`config.mk`:
```
export PLATFORM = sky130hd
export DESIGN_NAME = dual_slope_pwm_timer
export DESIGN_NICKNAME = d
export VERILOG_FILES = /design/src/rtl/pwm_timer_pkg.sv /design/src/rtl/pwm_updown_counter.sv /design/src/rtl/pwm_shadow_regs.sv /design/src/rtl/pwm_channel.sv /design/src/rtl/dual_slope_pwm_timer.sv
export SDC_FILE = /design/constraint.sdc
export NUM_CORES = 1
export LEC_CHECK = 0
export ABC_CLOCK_PERIOD_IN_PS = 13400
export BUFFER_PORTS_ARGS = -buffer_cell sky130_fd_sc_hd__buf_2
export CAP_MARGIN = 10
export CORE_UTILIZATION = 62
export CTS_CLUSTER_DIAMETER = 120
export CTS_CLUSTER_SIZE = 30
export DETAILED_ROUTE_END_ITERATION = 10
export PLACE_DENSITY = 0.85
export SETUP_SLACK_MARGIN = 0.5
export SLEW_MARGIN = 15
export SYNTH_ARGS = -nofsm -noshare
export SYNTH_HDL_FRONTEND = slang
export SYNTH_HIERARCHICAL = 1
export SYNTH_SLANG_ARGS = --single-unit
```
`constraint.sdc`:
```
create_clock -name clk -period 13.4 [get_ports clk]
set_input_delay 1.34 -clock clk [delete_from_list [all_inputs] [get_ports clk]]
set_output_delay 1.34 -clock clk [all_outputs]
set_load 0.02 [all_outputs]
```
`src/rtl/pwm_timer_pkg.sv`:
```
package pwm_timer_pkg;

  typedef enum logic [1:0] {
    OM_OFF    = 2'd0,
    OM_RSVD   = 2'd1,
    OM_NONINV = 2'd2,
    OM_INV    = 2'd3
  } out_mode_e;

  localparam int MIN_TOP = 3;

  // Level taken on a match: high when reached going down, low going up.
  function automatic logic match_level(input logic moving_down);
    match_level = moving_down;
  endfunction

  // Map the raw waveform level to the pin according to the output mode.
  function automatic logic shape_out(input logic [1:0] mode, input logic lvl);
    case (out_mode_e'(mode))
      OM_NONINV: shape_out = lvl;
      OM_INV:    shape_out = ~lvl;
      default:   shape_out = 1'b0;
    endcase
  endfunction

endpackage

```
`src/rtl/pwm_updown_counter.sv`:
```
module pwm_updown_counter #(
  parameter int CNT_W = 16
) (
  input  logic             clk,
  input  logic             rst,
  input  logic             tick,
  input  logic [CNT_W-1:0] top,
  output logic [CNT_W-1:0] count,
  output logic             down,
  output logic             at_bottom,
  output logic             at_top
);
  localparam logic [CNT_W-1:0] ZERO = '0;

  logic [CNT_W-1:0] cnt_q;
  logic             down_q;
  logic             turn_down;
  logic             turn_up;
  logic             dir_next;

  function automatic logic [CNT_W-1:0] step(input logic [CNT_W-1:0] v,
                                            input logic dn);
    step = dn ? v - 1'b1 : v + 1'b1;
  endfunction

  assign turn_down = !down_q && (cnt_q >= top);
  assign turn_up   = down_q && (cnt_q == ZERO);

  always_comb begin
    if (turn_down)    dir_next = 1'b1;
    else if (turn_up) dir_next = 1'b0;
    else              dir_next = down_q;
  end

  always_ff @(posedge clk) begin
    if (rst) begin
      cnt_q  <= ZERO;
      down_q <= 1'b0;
    end else if (tick) begin
      cnt_q  <= step(cnt_q, dir_next);
      down_q <= dir_next;
    end
  end

  assign at_bottom = tick && (cnt_q == ZERO);
  assign at_top    = tick && (cnt_q == top);
  assign count     = cnt_q;
  assign down      = down_q;
endmodule

```
`src/rtl/pwm_shadow_regs.sv`:
```
module pwm_shadow_regs
  import pwm_timer_pkg::*;
#(
  parameter int CNT_W = 16,
  parameter int NCH   = 2
) (
  input  logic                 clk,
  input  logic                 rst,
  input  logic                 load,
  input  logic                 top_from_ch0,
  input  logic                 per_wr,
  input  logic [CNT_W-1:0]     per_data,
  input  logic [NCH-1:0]       cmp_wr,
  input  logic [NCH*CNT_W-1:0] cmp_data,
  output logic [NCH*CNT_W-1:0] cmp_act,
  output logic [CNT_W-1:0]     top_act,
  output logic                 src_ch0
);
  localparam logic [CNT_W-1:0] ONES      = '1;
  localparam logic [CNT_W-1:0] ZERO      = '0;
  localparam logic [CNT_W-1:0] MIN_TOP_V = CNT_W'(MIN_TOP);

  logic [CNT_W-1:0] per_buf;
  logic [CNT_W-1:0] per_act;
  logic             src_q;

  function automatic logic [CNT_W-1:0] clamp_top(input logic [CNT_W-1:0] v);
    clamp_top = (v < MIN_TOP_V) ? MIN_TOP_V : v;
  endfunction

  always_ff @(posedge clk) begin
    if (rst) begin
      per_buf <= ONES;
      per_act <= ONES;
      src_q   <= 1'b0;
    end else begin
      if (load) begin
        per_act <= per_buf;
        src_q   <= top_from_ch0;
      end
      if (per_wr) per_buf <= per_data;
    end
  end

  for (genvar i = 0; i < NCH; i++) begin : g_cmp
    logic [CNT_W-1:0] buf_q;
    logic [CNT_W-1:0] act_q;
    always_ff @(posedge clk) begin
      if (rst) begin
        buf_q <= ZERO;
        act_q <= ZERO;
      end else begin
        if (load)      act_q <= buf_q;
        if (cmp_wr[i]) buf_q <= cmp_data[i*CNT_W +: CNT_W];
      end
    end
    assign cmp_act[i*CNT_W +: CNT_W] = act_q;
  end

  assign top_act = clamp_top(src_q ? cmp_act[CNT_W-1:0] : per_act);
  assign src_ch0 = src_q;
endmodule

```
`src/rtl/pwm_channel.sv`:
```
module pwm_channel
  import pwm_timer_pkg::*;
#(
  parameter int CNT_W = 16
) (
  input  logic             clk,
  input  logic             rst,
  input  logic             tick,
  input  logic [CNT_W-1:0] count,
  input  logic             down,
  input  logic [CNT_W-1:0] cmp,
  input  logic [1:0]       mode,
  output logic             hit,
  output logic             pwm
);
  logic lvl_q;
  logic lvl_d;
  logic pwm_q;

  assign hit   = tick && (count == cmp);
  assign lvl_d = hit ? match_level(down) : lvl_q;

  always_ff @(posedge clk) begin
    if (rst) begin
      lvl_q <= 1'b0;
      pwm_q <= 1'b0;
    end else begin
      lvl_q <= lvl_d;
      pwm_q <= shape_out(mode, lvl_d);
    end
  end

  assign pwm = pwm_q;
endmodule

```
`src/rtl/dual_slope_pwm_timer.sv`:
```
module dual_slope_pwm_timer
  import pwm_timer_pkg::*;
#(
  parameter int CNT_W = 16,
  parameter int NCH   = 2
) (
  input  logic                 clk,
  input  logic                 rst,
  input  logic                 tick,
  input  logic                 top_from_ch0,
  input  logic                 per_wr,
  input  logic [CNT_W-1:0]     per_data,
  input  logic [NCH-1:0]       cmp_wr,
  input  logic [NCH*CNT_W-1:0] cmp_data,
  input  logic [2*NCH-1:0]     out_mode,
  input  logic [NCH+1:0]       flag_clr,
  output logic [CNT_W-1:0]     count,
  output logic                 count_down,
  output logic [NCH-1:0]       pwm_out,
  output logic [NCH+1:0]       flags
);
  localparam int NFLAG = NCH + 2;

  // Named internal events, observed by the bound checker.
  logic                 ev_bottom;
  logic                 ev_top;
  logic [NCH-1:0]       ev_match;
  logic [CNT_W-1:0]     top_act;
  logic                 src_ch0;
  logic [NCH*CNT_W-1:0] cmp_act;
  logic [NFLAG-1:0]     flag_set;
  logic [NFLAG-1:0]     flag_q;

  pwm_updown_counter #(.CNT_W(CNT_W)) u_cnt (
    .clk       (clk),
    .rst       (rst),
    .tick      (tick),
    .top       (top_act),
    .count     (count),
    .down      (count_down),
    .at_bottom (ev_bottom),
    .at_top    (ev_top)
  );

  pwm_shadow_regs #(.CNT_W(CNT_W), .NCH(NCH)) u_shadow (
    .clk          (clk),
    .rst          (rst),
    .load         (ev_bottom),
    .top_from_ch0 (top_from_ch0),
    .per_wr       (per_wr),
    .per_data     (per_data),
    .cmp_wr       (cmp_wr),
    .cmp_data     (cmp_data),
    .cmp_act      (cmp_act),
    .top_act      (top_act),
    .src_ch0      (src_ch0)
  );

  for (genvar i = 0; i < NCH; i++) begin : g_ch
    pwm_channel #(.CNT_W(CNT_W)) u_ch (
      .clk   (clk),
      .rst   (rst),
      .tick  (tick),
      .count (count),
      .down  (count_down),
      .cmp   (cmp_act[i*CNT_W +: CNT_W]),
      .mode  (out_mode[2*i +: 2]),
      .hit   (ev_match[i]),
      .pwm   (pwm_out[i])
    );
  end

  assign flag_set[0]         = ev_bottom;
  assign flag_set[1]         = ev_top && !src_ch0;
  assign flag_set[NFLAG-1:2] = ev_match;

  for (genvar k = 0; k < NFLAG; k++) begin : g_flag
    always_ff @(posedge clk) begin
      if (rst) flag_q[k] <= 1'b0;
      else     flag_q[k] <= flag_set[k] | (flag_q[k] & ~flag_clr[k]);
    end
  end

  assign flags = flag_q;
endmodule

```
==> results.toml, run 1 <==
[floorplanning]
dieArea_um2 = 10500
core_um2 = 9770
die-width_um = 103
initial_utilization_pct = 64.3
ios = 86
die_y_um = 103
num_rows = 36

[detailed_routing]
drt_iter0_drc = 250
viasPerCell = 5.87
wirelength_um = 15400
detail_route.wl_per_cell_um = 17.5
drc = 0
num_vias = 5170
dr.pass1.iters = 5
ant_nets = 0

[logic_synthesis]
ys_warn_count = 6
synth_area_leaders = "dfxtp_1 (39%), mux2i_1 (13%), ha_1 (6.0%), nor2_1 (5.4%), xor2_1 (4.6%)"
synth_edf_count = 0
synth_top_area_share_pct = 38.9
syn_inst = 660
ys_seq_area_share_pct = 38.9
synth_ff_type = "dfxtp_1"
syn_nets = 754
netlist_area_um2 = 6280
synth-seq-cells = 122
synth_top_cell_by_area = "dfxtp_1"
ys_types = 57
syn_area_per_cell_um2 = 9.52
synth-async-reset-ratio_pct = 0

[critical_path]
worst_setup_path_start_kind = "register"
worst-r2r-cell-count = 19
worstReg2RegStart = "u_shadow/src_ch0$_SDFFE_PP0P_"
r2r_setup_slack_ns = 7.81
path_max_fanout = 26
cp.required_ns = 13.79
cp_data_arrival_time_ns = 5.98
crit_type = "register to register"
r2r_end = "u_cnt/count[14]$_SDFFE_PP0P_"
end_kind = "register"

[timing]
maxSlewHeadroom_pct = 37.1
rsz0062_at_grt = "no"
hold_viol_final = 0
min_period_ns = 5.59
final-setup-viol-count = 0
fmax_mhz = 179
min_period_over_period_pct = 41.7
holdWs_ns = 0.457
fin_ws_ns = 7.81
worstMarginPinSlew_ns = 0.942
clock_skew_ns = 0.00586
final.setup.tns_ns = 0
drv_slew = 0

[power]
p_seq_share_pct = 39.8
comb_power_share_pct = 12.3
totalPowerFinal_mw = 1.02
internal_power_mw = 0.763
clkPwrFrac_pct = 48.0
switching_share_pct = 25.0
cellPowerDensity_nw_per_um2 = 138
p_sw_mw = 0.255
peakVddDrop_mv = 0.125
cellLeakagePower_nw = 3.60

[hold_path]
min_path_cells = 1
min-delay-start = "u_shadow/per_buf[2]$_SDFFE_PP1P_"
holdPathEnd = "u_shadow/per_act[2]$_SDFFE_PP1P_"
hold_class = "register to register"

[layout]
multi_input_area_um2 = 3620
final_cell_mix = "dfxtp_1 (122), nor2_1 (90), buf_2 (84)"
layout-drive-gt1-share_pct = 19.1
nets = 829
syn2layout_area_growth_pct = 17.8
final_common_cell = "dfxtp_1"
nFillCells = 742
layout.area.seq_um2 = 2440
n_antenna_cell = 0
fin_util_pct = 75.7

[placement]
port_buffers = 85
dpl.hpwl_um = 10300
finalWeightedCongestion = 0.942
pre_cts_ws_ns = 8.07

[grt]
grt_first_pass_wirelength_um = 24400
gr-usage-all-layers_pct = 31.0
grt_overflow = 0
grt_pass1_vias = 5013
antenna_found_initial = 0
grt_max_degree = 70

[clock_tree]
holdBufCountCts = 0
cts.repair.resized = 0
clkTransAtPathRegs_ns = 0.06
cts_buffer_depth = 2
cts_max_level = 4
root_buffer = "clkbuf_8"
cts_sinks = 122
numCtsBuffers = 17
cts_tree = "built"
post_cts_buffers = 0
insertion_delay_ns = 0.53

[run]
maxCapViolations = 0

[outcome]
status = "finished, final reports clean"
-- synthesized netlist by cell type (all sizes together) (5+ instances only) --
master / count
o211ai: 5
a21o: 9
ha: 30
nand4: 8
buf: 19
clkbuf: 12
nor3: 9
a21oi: 24
mux2: 15
nand2b: 11
nor3b: 7
a211o: 32
xnor2: 10
dfxtp: 122
mux2i: 79
nor4: 13
nor2b: 36
nand2: 14
inv: 23
nor2: 91
xor2: 33
nand3: 8
-- worst max-delay path: stages (launching register included) --
cell and delay (ns):
dfxtp_1 0.94, mux2_2 0.43, a211oi_1 0.24, nand4_1 0.16, nand2_1 0.08, inv_1 0.06
ha_1 0.29, nand4_1 0.12, nor3_1 0.19, nor3_1 0.07, o211ai_1 0.21, a2bb2oi_2 0.69
ha_1 0.45, a21o_1 0.22, a221o_1 0.45, a21oi_1 0.17, nor3b_1 0.08, o31ai_2 0.21
mux2i_1 0.26, o311ai_1 0.13
-- logic make-up (layout without fill, tap and decap cells) --
family                     count (synthesis)  count (layout)  share of synthesized area (%)
and+or+nand+nor                          217             217                           17.8
DFF                                      122             122                           38.9
AOI/OAI and AO/OA                         98              98                           12.1
muxes                                     94              94                           15.3
buffers and inverters                     55             143                           3.65
xor gates and xnor gates                  43              43                           6.00
adders and majority gates                 31              31                           6.29
-- metrics by stage --
stage / instances / instance area, um^2
floorplan: 660 / 6280
global placement: 849 / 6760
detailed placement: 849 / 6760
CTS: 881 / 7400
global route: 881 / 7400
finish: 881 / 7400
-- metal layers --
metal / vias to the layer above / global-route usage [%] / wire (um)
met1: 2466 / 38.4 / 6890
met3: 31 / 7.86 / 912
li1: 2496 / - / -
met2: 177 / 51.0 / 7310
met4: 0 / 13.5 / 296
met5: - / 0 / 0
-- power by group through the flow --
stage / sequential (mW) / clock [mW] / combinational [mW]
floorplan: 0.406 / 0 / 0.0939
global placement: 0.410 / 0 / 0.117
detailed placement: 0.411 / 0 / 0.122
CTS: 0.404 / 0.493 / 0.124
global route: 0.407 / 0.510 / 0.138
finish: 0.405 / 0.488 / 0.125
-- layout make-up --
| cell class | count | share of cell area (%) |
|---|---|---|
| clock buffer | 20 | 6.16 |
| clock inverter | 12 | 2.49 |
| inverter | 24 | 1.22 |
| multi-input combinational | 483 | 48.9 |
| sequential | 122 | 33.0 |
| tap | 133 | 2.25 |
| timing repair buffer | 87 | 5.99 |
-- how the worst max path moves through the flow --
| stage | startpoint | cells past startpoint | slack (ns) | to |
|---|---|---|---|---|
| finish | u_shadow/src_ch0$_SDFFE_PP0P_ | 19 | 7.81 | u_cnt/count[14]$_SDFFE_PP0P_ |
| global route | u_shadow/src_ch0$_SDFFE_PP0P_ | 19 | 7.61 | u_cnt/count[14]$_SDFFE_PP0P_ |
| CTS | u_shadow/src_ch0$_SDFFE_PP0P_ | 19 | 7.98 | u_cnt/count[14]$_SDFFE_PP0P_ |
| global placement | u_shadow/src_ch0$_SDFFE_PP0P_ | 19 | 8.23 | u_cnt/count[14]$_SDFFE_PP0P_ |
| detailed placement | u_shadow/src_ch0$_SDFFE_PP0P_ | 19 | 8.07 | u_cnt/count[14]$_SDFFE_PP0P_ |
| floorplan | u_shadow/src_ch0$_SDFFE_PP0P_ | 19 | 9.16 | u_cnt/count[14]$_SDFFE_PP0P_ |
-- sequential cells by signal (all words and copies together), names as in the netlist --
signal	count
u_shadow/g_cmp.act_q	32
u_shadow/g_cmp.buf_q	32
u_cnt/count	16
u_shadow/per_act	16
u_shadow/per_buf	16
flags	4
g_ch.u_ch/lvl_q	2
g_ch.u_ch/pwm	2
u_cnt/down	1
u_shadow/src_ch0	1
Power figures use the tool's default switching activity.
==> inputs of run 2 (changes only) <==
--- a/config.mk
+++ b/config.mk
@@ -5,14 +5,14 @@
 export SDC_FILE = /design/constraint.sdc
 export NUM_CORES = 1
 export LEC_CHECK = 0
-export ABC_CLOCK_PERIOD_IN_PS = 13400
+export ABC_CLOCK_PERIOD_IN_PS = 5500
 export BUFFER_PORTS_ARGS = -buffer_cell sky130_fd_sc_hd__buf_2
 export CAP_MARGIN = 10
-export CORE_UTILIZATION = 62
+export CORE_UTILIZATION = 58
 export CTS_CLUSTER_DIAMETER = 120
 export CTS_CLUSTER_SIZE = 30
 export DETAILED_ROUTE_END_ITERATION = 10
-export PLACE_DENSITY = 0.85
+export PLACE_DENSITY = 0.8
 export SETUP_SLACK_MARGIN = 0.5
 export SLEW_MARGIN = 15
 export SYNTH_ARGS = -nofsm -noshare
==> constraint.sdc (replaced) <==
create_clock -name clk -period 5.5 [get_ports clk]
set_input_delay 0.55 -clock clk [delete_from_list [all_inputs] [get_ports clk]]
set_output_delay 0.55 -clock clk [all_outputs]
set_load 0.02 [all_outputs]
==> run 2 against run 1 <==
Net effect:
- clock power grew to 2.6 times the previous value
- maximum frequency rose by 18%
- sequential share of layout area is 0.43 points lower
- clock-buffer cell count did not move
- routed wire length grew 0.87%
- combinational power is 150% higher
- sequential cell count did not move
==> results.toml, run 2 (synthesis results as in run 1) <==
[critical_path]
crit_type = "register to register"
cp_data_arrival_time_ns = 5.13
cp_top_family = "compound AO/OA/AOI/OAI gates"
path_max_fanout = 14
crit_chain = "buf_4 -> or3_1 -> a211oi_2 -> nand4_1 -> nand2_1 -> inv_1 -> ha_1 -> nor2b_1 -> o211ai_1 -> a21oi_1 -> o31a_1 -> a2bb2oi_4 -> buf_4 -> fa_2 -> a21o_1 -> a221o_1 -> a21oi_2 -> nor3b_1 -> o31ai_2 -> mux2i_1 -> o311ai_1"
end_kind = "register"
path_depth = 21
worst_setup_path_start_kind = "register"
cp_slowest_stage_delay_ns = 0.43
worst-path-buf-inv = 3
critPathSlowestCell = "a221o_1"
worst-r2r-cell-count = 21
cpMostUsedCell = "buf_4"
cp.required_ns = 5.87

[clock_tree]
cts_buffer_depth = 2
cts_tree = "built"
root_buffer = "clkbuf_8"
holdBufCountCts = 0
clkTransAtPathRegs_ns = 0.06
cts_max_level = 4
insertion_delay_ns = 0.52
cts_sinks = 122
numCtsBuffers = 17

[detailed_routing]
drc = 0
ant_nets = 0
viasPerCell = 5.87
num_vias = 5226
dr.pass1.iters = 5
detail_route.wl_per_cell_um = 17.4
drt_iter0_drc = 410
wirelength_um = 15500

[floorplanning]
initial_utilization_pct = 60.3
core_um2 = 10400
die_y_um = 106
ios = 86
die-width_um = 106
num_rows = 37
dieArea_um2 = 11200

[layout]
syn2layout_area_growth_pct = 19.5
nets = 836
nFillCells = 787
reg.largest.list = "u_shadow/g_cmp.act_q x32, u_shadow/g_cmp.buf_q x32"
final_cell_mix = "dfxtp_1 (121), nor2_1 (90), buf_2 (84)"
layout-drive-gt1-share_pct = 20.4
final_common_cell = "dfxtp_1"
final_cell_count_no_fill = 891
final_area_um2 = 7510
n_antenna_cell = 0

[grt]
grt_overflow = 0
grt_pass1_vias = 5113
grt_first_pass_wirelength_um = 24900
grt_max_degree = 69
antenna_found_initial = 0
gr-usage-all-layers_pct = 28.4

[timing]
maxSlewHeadroom_pct = 42.6
min_period_over_period_pct = 86.5
final-setup-viol-count = 0
fmax_mhz = 210
hold_viol_final = 0
worstMarginPinSlew_ns = 0.861
min_period_ns = 4.76
clock_skew_ns = 0.0115
rsz0062_at_grt = "no"
drv_slew = 0
final.setup.tns_ns = 0

[placement]
place_inst = 853
placed_area_um2 = 6770
port_buffers = 85
dpl.hpwl_um = 10300
finalWeightedCongestion = 0.937

[hold_path]
min_path_cells = 2
hold_class = "input pin to register"

[outcome]
status = "finished, final reports clean"

[power]
cellLeakagePower_nw = 3.65
peakVddDrop_mv = 0.278
cellPowerDensity_nw_per_um2 = 338

[run]
maxCapViolations = 0
-- run 2: final timing paths --
check,slack (ns),end,startpoint
worst max register to register,0.74,u_cnt/count[14]$_SDFFE_PP0P_,u_shadow/src_ch0$_SDFFE_PP0P_
worst min register to register,0.46,u_shadow/per_act[0]$_SDFFE_PP1P_,u_shadow/per_buf[0]$_SDFFE_PP1P_
worst min-delay path,0.24,u_shadow/per_buf[7]$_SDFFE_PP1P_,per_data[7]
worst max-delay path,0.74,u_cnt/count[14]$_SDFFE_PP0P_,u_shadow/src_ch0$_SDFFE_PP0P_
-- run 2: final cells by class --
type / count / area (um^2) / area share (%)
clock inverter: 12 / 210 / 2.80
sequential: 122 / 2450 / 32.6
multi-input combinational: 483 / 3640 / 48.5
inverter: 24 / 90.1 / 1.20
timing repair buffer: 94 / 495 / 6.60
tap: 136 / 170 / 2.27
clock buffer: 20 / 455 / 6.07
-- run 2: stage by stage --
| step | worst slack [ns] | utilization [%] | total power [mW] | hold slack, ns |
|---|---|---|---|---|
| finish | 0.744 | 72.1 | 2.54 | 0.236 |
| CTS | 0.585 | 71.5 | 2.55 | 0.218 |
| global placement | 0.615 | 65.0 | 1.29 | 0.443 |
| floorplan | 1.26 | - | 1.22 | 0.431 |
| global route | 0.484 | 72.1 | 2.63 | 0.220 |
| detailed placement | 0.427 | 65.0 | 1.30 | 0.449 |
-- run 2: per-layer routing --
layer / part of all wire [%] / vias up / global-route usage (%) / wire length [um]
li1: - / 2513 / - / -
met1: 45 / 2497 / 36.7 / 6970
met2: 47 / 190 / 46.2 / 7340
met3: 6.3 / 26 / 5.70 / 973
met4: 1.7 / 0 / 11.9 / 259
met5: 0 / - / 0 / 0
-- run 2: report_power, final --
part / leakage (nW) / internal, mW / switching (mW)
clock network: 0.323 / 0.825 / 0.422
registers: 1.00 / 0.936 / 0.0475
logic: 2.33 / 0.146 / 0.162
-- run 2: timing repair --
action,in CTS,in global routing
resized for setup,1,5
buffers inserted,0,6
endpoints found under the setup margin,2,6
pin swaps,0,4
endpoints found under the hold margin,0,0
==> inputs of run 3 (changes only) <==
--- a/config.mk
+++ b/config.mk
@@ -5,7 +5,7 @@
 export SDC_FILE = /design/constraint.sdc
 export NUM_CORES = 1
 export LEC_CHECK = 0
-export ABC_CLOCK_PERIOD_IN_PS = 5500
+export ABC_CLOCK_PERIOD_IN_PS = 4400
 export BUFFER_PORTS_ARGS = -buffer_cell sky130_fd_sc_hd__buf_2
 export CAP_MARGIN = 10
 export CORE_UTILIZATION = 58
==> constraint.sdc (replaced) <==
create_clock -name clk -period 4.4 [get_ports clk]
set_input_delay 0.44 -clock clk [delete_from_list [all_inputs] [get_ports clk]]
set_output_delay 0.44 -clock clk [all_outputs]
set_load 0.02 [all_outputs]
==> run 3 against run 2 <==
Net effect:
- the flow now finishes with violations (setup timing)
- via count rose by 8.0%
- sequential cell count stayed put
- critical path depth unchanged
- combinational power increased by 44%
- first-iteration DRC count grew 23%
- clock skew decreased by 0.0062 ns
- clock-buffer cell count grew 1
- utilization up 6.6 points
- sequential power increased by 24%
- maximum frequency is 6.4% higher
- critical endpoint is now u_cnt/count[12]$_SDFFE_PP0P_
==> results.toml, run 3 (synthesis results as in run 1) <==
[detailed_routing]
viasPerCell = 5.99
wirelength_um = 18200
dr.pass1.iters = 6
drc = 0
ant_nets = 0
num_vias = 5646
drt_iter0_drc = 505
detail_route.wl_per_cell_um = 19.3

[layout]
final_common_cell = "dfxtp_1"
final_cell_mix = "dfxtp_1 (121), nor2_1 (89), buf_2 (84)"
n_antenna_cell = 0
final_cell_count_no_fill = 942
multi_input_area_um2 = 3950
nets = 887
fin_util_pct = 78.6
final_area_um2 = 8190
reg.largest.list = "u_shadow/g_cmp.act_q x32, u_shadow/g_cmp.buf_q x32"
syn2layout_area_growth_pct = 30.4
layout.area.seq_um2 = 2450
nFillCells = 693
layout-drive-gt1-share_pct = 30.0

[grt]
grt_pass1_vias = 5353
antenna_found_initial = 0
gr-usage-all-layers_pct = 31.7
grt_max_degree = 68
grt_first_pass_wirelength_um = 27200
grt_overflow = 0

[clock_tree]
numCtsBuffers = 17
insertion_delay_ns = 0.55
cts_buffer_depth = 2
clkTransAtPathRegs_ns = 0.06
cts_tree = "built"
cts_max_level = 4
root_buffer = "clkbuf_8"
cts_sinks = 122

[power]
cellLeakagePower_nw = 3.88
peakVddDrop_mv = 0.345
totalPowerFinal_mw = 3.00
cellPowerDensity_nw_per_um2 = 367

[outcome]
violations = "setup timing"
status = "finished with violations"

[timing]
rsz0062_at_grt = "yes"
drv_slew = 0
final-setup-viol-count = 5
clock_skew_ns = 0.00529
hold_viol_final = 0
worstMarginPinSlew_ns = 0.758
final.setup.tns_ns = -0.198
maxSlewHeadroom_pct = 49.3
fmax_mhz = 224
min_period_over_period_pct = 102
fin_ws_ns = -0.0691
min_period_ns = 4.47

[critical_path]
cp_data_arrival_time_ns = 4.88
crit_chain = "or4_1 -> o22ai_1 -> nand4_1 -> nand2_1 -> inv_2 -> ha_4 -> nor2b_4 -> o211ai_1 -> a21oi_1 -> o31a_1 -> a2bb2oi_4 -> buf_12 -> fa_2 -> a21o_1 -> a221o_1 -> buf_6 -> a221oi_4 -> o21ai_2 -> xor2_1 -> mux2i_1 -> nor2_1"
worst_setup_path_start_kind = "register"
crit_type = "register to register"
cp.required_ns = 4.81
worst-path-buf-inv = 3
cp_slowest_stage_delay_ns = 0.54
worst-r2r-cell-count = 21
path_depth = 21
critPathSlowestCell = "or4_1"
end_kind = "register"
cp_top_family = "compound AO/OA/AOI/OAI gates"
path_max_fanout = 8

[floorplanning]
ios = 86
num_rows = 37
core_um2 = 10400
die_y_um = 106
initial_utilization_pct = 60.3
dieArea_um2 = 11200
die-width_um = 106

[hold_path]
hold_class = "input pin to register"
min_path_cells = 2

[run]
maxCapViolations = 0

[placement]
finalWeightedCongestion = 0.903
placed_area_um2 = 7140
port_buffers = 85
place_inst = 895
dpl.hpwl_um = 11600
-- run 3: cell types whose count changed in the layout (fill, tap and decap cells not counted), moves of 3 or more --
cell	delta
a21oi_1	-7
a21oi_2	+4
a21oi_4	+3
buf_12	+3
buf_4	+36
buf_6	+12
bufinv_16	-3
clkinv_2	+3
clkinvlp_4	+4
ha_1	-12
ha_4	+12
inv_6	-3
nand2_1	-3
-- run 3: area by class of cell --
| cell class | count | area share, % |
|---|---|---|
| multi-input combinational | 483 | 48.3 |
| sequential | 122 | 29.9 |
| timing repair buffer | 145 | 11.7 |
| clock buffer | 21 | 5.48 |
| tap | 136 | 2.08 |
| clock inverter | 11 | 1.48 |
| inverter | 24 | 1.10 |
-- run 3: where the power goes --
part	internal, mW	switching (mW)	leakage (nW)
combinational	0.209	0.235	2.62
clock	0.832	0.507	0.266
sequential	1.17	0.0501	1.00
-- run 3: path summary, 6_finish.rpt --
check | startpoint | end | slack [ns]
max | u_shadow/per_act[8]$_SDFFE_PP1P_ | u_cnt/count[12]$_SDFFE_PP0P_ | -0.07
min | per_data[11] | u_shadow/per_buf[11]$_SDFFE_PP1P_ | 0.10
max reg2reg | u_shadow/per_act[8]$_SDFFE_PP1P_ | u_cnt/count[12]$_SDFFE_PP0P_ | -0.07
min reg2reg | u_shadow/per_buf[8]$_SDFFE_PP1P_ | u_shadow/per_act[8]$_SDFFE_PP1P_ | 0.46
-- run 3: stage by stage --
step	hold WS (ns)	worst slack (ns)
detailed placement	0.445	-0.101
global route	0.0817	-0.233
finish	0.101	-0.0691
global placement	0.442	0.0811
floorplan	0.431	0.280
CTS	0.0877	0.0136
-- run 3: metal layers --
layer	routed length, um	GRT usage, %	vias up
met1	7670	40.0	2713
met5	0	0	-
met2	8480	50.9	247
li1	-	-	2624
met4	705	15.5	0
met3	1340	7.30	62
-- run 3: what timing repair did --
item                                    CTS  global route
endpoints found under the setup margin   11            13
pin swaps                                 9            35
gates resized for setup                  31            37
hold buffers                              0             0
cloned                                    0             0
setup buffers                             8             7
-- run 3: worst register-to-register path: cells and delay by family, from the launching register on --
| kind | cells | cell delay (ns) |
|---|---|---|
| AOI/OAI and AO/OA | 9 | 1.82 |
| and+or+nand+nor | 5 | 0.98 |
| adders and majority gates | 2 | 0.56 |
| DFF | 1 | 0.34 |
| buffers and inverters | 3 | 0.34 |
| xor gates and xnor gates | 1 | 0.15 |
| muxes | 1 | 0.15 |
